### src/rtl/vend_pkg.sv
package vend_pkg;

  localparam int COIN_W      = 2;
  localparam int SUM_W       = COIN_W + 1;
  localparam int PRICE_UNITS = 3;

  typedef enum logic [COIN_W-1:0] {
    ST_IDLE = 2'b00,
    ST_FIVE = 2'b01,
    ST_TEN  = 2'b10,
    ST_BAD  = 2'b11
  } vend_state_e;

  // A valid coin code equals its value in ₹5 units.
  function automatic logic [COIN_W-1:0] coin_units(input logic [COIN_W-1:0] code);
    case (code)
      2'b01:   coin_units = 2'd1;
      2'b10:   coin_units = 2'd2;
      default: coin_units = 2'd0;
    endcase
  endfunction

  function automatic logic coin_valid(input logic [COIN_W-1:0] code);
    coin_valid = (code == 2'b01) || (code == 2'b10);
  endfunction

  function automatic logic [COIN_W-1:0] held_units(input vend_state_e st);
    case (st)
      ST_FIVE: held_units = 2'd1;
      ST_TEN:  held_units = 2'd2;
      default: held_units = 2'd0;
    endcase
  endfunction

  function automatic vend_state_e units_to_state(input logic [SUM_W-1:0] units);
    case (units)
      3'd1:    units_to_state = ST_FIVE;
      3'd2:    units_to_state = ST_TEN;
      default: units_to_state = ST_IDLE;
    endcase
  endfunction

endpackage

### src/rtl/vend_credit_step.sv
module vend_credit_step
  import vend_pkg::*;
(
  input  vend_state_e        state_i,
  input  logic [COIN_W-1:0]  coin_i,
  output vend_state_e        next_o,
  output logic               dispense_o,
  output logic [COIN_W-1:0]  change_o,
  output logic               purchase_o,
  output logic               refund_o
);

  logic [SUM_W-1:0] held_w;
  logic [SUM_W-1:0] paid_w;
  logic [SUM_W-1:0] total_w;
  logic             ok_w;

  assign held_w  = SUM_W'(held_units(state_i));
  assign paid_w  = SUM_W'(coin_units(coin_i));
  assign total_w = held_w + paid_w;
  assign ok_w    = coin_valid(coin_i);

  always_comb begin
    next_o     = ST_IDLE;
    dispense_o = 1'b0;
    change_o   = '0;
    if (state_i == ST_BAD) begin
      next_o = ST_IDLE;
    end else if (!ok_w) begin
      change_o = COIN_W'(held_w);
      next_o   = ST_IDLE;
    end else if (total_w >= SUM_W'(PRICE_UNITS)) begin
      dispense_o = 1'b1;
      change_o   = COIN_W'(total_w - SUM_W'(PRICE_UNITS));
      next_o     = ST_IDLE;
    end else begin
      next_o = units_to_state(total_w);
    end
  end

  assign purchase_o = dispense_o;
  assign refund_o   = (change_o != '0);

endmodule

### src/rtl/vend_state_reg.sv
module vend_state_reg
  import vend_pkg::*;
(
  input  logic        clk,
  input  logic        rst,
  input  vend_state_e next_i,
  output vend_state_e state_o
);

  always_ff @(posedge clk) begin
    if (rst) state_o <= ST_IDLE;
    else     state_o <= next_i;
  end

endmodule

### src/rtl/vend_ctrl.sv
module vend_ctrl
  import vend_pkg::*;
(
  input  logic              clk,
  input  logic              rst,
  input  logic [COIN_W-1:0] coin_i,
  output logic              dispense_o,
  output logic [COIN_W-1:0] change_o
);

  vend_state_e state_q;
  vend_state_e state_d;
  logic        purchase_evt;
  logic        refund_evt;

  vend_credit_step step_i (
    .state_i    (state_q),
    .coin_i     (coin_i),
    .next_o     (state_d),
    .dispense_o (dispense_o),
    .change_o   (change_o),
    .purchase_o (purchase_evt),
    .refund_o   (refund_evt)
  );

  vend_state_reg reg_i (
    .clk     (clk),
    .rst     (rst),
    .next_i  (state_d),
    .state_o (state_q)
  );

endmodule

### config.mk
export PLATFORM = sky130hd
export DESIGN_NAME = vend_ctrl
export DESIGN_NICKNAME = d
export VERILOG_FILES = /design/src/rtl/vend_pkg.sv /design/src/rtl/vend_credit_step.sv /design/src/rtl/vend_state_reg.sv /design/src/rtl/vend_ctrl.sv
export SDC_FILE = /design/constraint.sdc
export NUM_CORES = 1
export LEC_CHECK = 0
export BUFFER_PORTS_ARGS = -buffer_cell sky130_fd_sc_hd__buf_2
export CAP_MARGIN = 10
export CORE_AREA = 5 5 42 44
export CTS_CLUSTER_DIAMETER = 50
export DETAILED_ROUTE_END_ITERATION = 7
export DIE_AREA = 0 0 47 49
export PLACE_DENSITY_LB_ADDON = 0.12
export SLEW_MARGIN = 25
export SYNTH_ARGS = -nofsm -noshare
export SYNTH_HDL_FRONTEND = slang
export SYNTH_SLANG_ARGS = --single-unit
### constraint.sdc
create_clock -name clk -period 2.3 [get_ports clk]
set_input_delay 0.23 -clock clk [delete_from_list [all_inputs] [get_ports clk]]
set_output_delay 0.23 -clock clk [all_outputs]
set_load 0.05 [all_outputs]
==> impl_metrics.json <==
{
  "hold_violations": 0,
  "syn_nets": 40,
  "grt_first_pass_wirelength_um": 1090,
  "drt_wl_total_um": 663,
  "grt_max_degree": 7,
  "slowest_stage": "fa_1",
  "gp_congestion": 0.690,
  "power.total_uw": 205,
  "worst-path-max-fanout": 3,
  "cap_violations": 0,
  "cts.sinks": 2,
  "clockBufferDepth": 2,
  "finalInstanceArea_um2": 492,
  "yosysWarnings": 0,
  "synth_fa_ha_area_share_pct": 36.4,
  "crit_start": "reg_i.state_o[0]$_SDFF_PP0_",
  "largest_register_ffs": 2,
  "rsz0062_at_grt": "yes",
  "critPathKind": "flop to primary output",
  "fin_nets": 59,
  "path_cells": "nor2b_4 -> ha_2 -> inv_2 -> fa_1 -> inv_2 -> ha_4 -> nor2b_4 -> a21boi_4 -> o41ai_4 -> buf_6",
  "clkTransAtPathRegs_ps": 30,
  "rr_worst_depth": 11,
  "ys_seq_area_share_pct": 15.3,
  "fin_ws_ps": -230,
  "num_antenna_cells": 0,
  "rows": 14,
  "grt_pass1_vias": 277,
  "drive_gt1_share_pct": 63.0,
  "grt_antenna_before_repair": 0,
  "r2r_end": "reg_i.state_o[0]$_SDFF_PP0_",
  "final-setup-viol-count": 3,
  "hp-class": "primary input to flop",
  "portBuffers": 6,
  "die_y_um": 49,
  "routedWlPerCell_um": 10.7,
  "fin_crit_ps": 2530,
  "start_util_pct": 18.7,
  "cp.required_ps": 2070,
  "fin_crit_sh_pct": 110,
  "synth-async-reset-ratio_pct": 0,
  "ir_worst_vdd_mv": 0.144,
  "final_cell_mix": "8 x buf_4, 4 x inv_1",
  "syn2layout_area_growth_pct": 88.0,
  "die-area_um2": 2300,
  "multi_input_area_um2": 277,
  "setup_tns_ps": -560,
  "place_ws_ps": -159,
  "synthXorXnorAreaFrac_pct": 0,
  "slowest_delay_ps": 490,
  "drv_slew": 0,
  "overflow": 0,
  "cts_tree": "built",
  "synthCells": 29,
  "max_freq_mhz": 395,
  "synth_top_family_by_area": "adder cells",
  "post-route-drc-count": 0,
  "grt_use_total_pct": 6.96,
  "dpl.hpwl_um": 487,
  "fp.coreArea_um2": 1400,
  "clock-root-buffer": "clkbuf_4",
  "seq_area_um2": 41.3,
  "vias": 247,
  "hold_buffers": 0,
  "violations": "setup timing",
  "dr.pass1.iters": 4,
  "cp.arrival_ps": 2300,
  "top_regs": "reg_i.state_o: 2 flops",
  "hold_start": "rst",
  "status": "complete, but fails checks",
  "placed_cell_area_um2": 390,
  "ctsHtreeMaxLevel": 1,
  "crit_path_end_kind": "primary output",
  "synth_edf_count": 0,
  "avgViaCountPerCell": 3.98,
  "clk-insertion-delay-late_ps": 220,
  "cp-start-kind": "flop",
  "p_per_area_nw_per_um2": 417,
  "synthFlopType": "dfxtp_1",
  "synthSimpleGateAreaFrac_pct": 27.3,
  "ys_ff_latch": 2,
  "numCtsBuffers": 3,
  "skew_ps": 5.07,
  "nFillCells": 154,
  "avgSynthCellArea_um2": 9.02,
  "r2r_setup_slack_ps": 90,
  "slew_headroom_pct": 79.2,
  "power.leakage_uw": 0.000244,
  "worst_slew_pin_slew_ps": 312,
  "synth_mux_area_share_pct": 0,
  "synth_cell_types": 16,
  "drt_iter0_drc": 1,
  "ant_nets": 0,
  "rr_startpoint": "reg_i.state_o[0]$_SDFF_PP0_",
  "synth_compound_area_share_pct": 12.4,
  "syn_area_um2": 262,
  "final_util_pct": 35.1,
  "dieWidth_um": 47,
  "crit_end": "change_o[1]",
  "largest_register": "reg_i.state_o",
  "layout_commonest_cell": "buf_4",
  "io_pins": 7
}
worst min-delay path by stage:
stage                                       end  cells past startpoint
finish              reg_i.state_o[0]$_SDFF_PP0_                      2
global route        reg_i.state_o[0]$_SDFF_PP0_                      2
CTS                 reg_i.state_o[0]$_SDFF_PP0_                      2
detailed placement  reg_i.state_o[0]$_SDFF_PP0_                      2
global placement    reg_i.state_o[0]$_SDFF_PP0_                      2
floorplan           reg_i.state_o[0]$_SDFF_PP0_                      1
stage by stage:
| step | instances | hold slack [ps] |
|---|---|---|
| floorplan | 29 | 437 |
| global placement | 56 | 541 |
| global route | 62 | 327 |
| CTS | 60 | 308 |
| detailed placement | 56 | 537 |
| finish | 62 | 311 |
cell usage after synthesis, types with 2 or more instances:
| library cell | n | share of area (%) |
|---|---|---|
| ha_1 | 6 | 29 |
| inv_1 | 6 | 8.6 |
| nor2b_1 | 2 | 4.8 |
| and4b_1 | 2 | 7.7 |
| dfxtp_1 | 2 | 15 |
worst max-delay path, delay by kind of cell (launching register included):
| kind | cells | cell delay, ps |
|---|---|---|
| compound gates | 2 | 480 |
| fa+ha+maj | 3 | 790 |
| buf+inv | 3 | 340 |
| flops | 1 | 310 |
| simple gates | 2 | 170 |
routing by layer:
metal / vias to the layer above / share of wire [%] / track usage [%]
li1: 131 / - / -
met1: 110 / 40 / 7.64
met2: 6 / 54 / 10.9
met3: 0 / 5.4 / 0.369
met4: 0 / 0 / 6.91
met5: - / 0 / 0
area by class of cell:
| type | instances | area share (%) |
|---|---|---|
| multi-input cells | 21 | 56.2 |
| repair buffers | 14 | 22.1 |
| flip-flops and latches | 2 | 8.40 |
| clock buffers | 3 | 4.58 |
| inverters | 6 | 4.58 |
| well taps | 16 | 4.07 |
power by group:
group | leakage (uW) | switching (uW) | internal [uW] | total [uW]
combinational | 0.000213 | 47.4 | 44.7 | 92.1
clock | 0.0000138 | 18.0 | 57.4 | 75.4
sequential | 0.0000167 | 1.05 | 36.5 | 37.6
kinds of logic after synthesis:
kind of cell / count (synthesis)
compound gates: 3
fa+ha+maj: 7
buf+inv: 6
flops: 2
simple gates: 11
repair_timing:
action | CTS | global route
endpoints found under the setup margin | 3 | 3
buffers inserted | 1 | 2
resized for setup | 14 | 1
pin swaps | 3 | 0
Power figures use the tool's default switching activity.
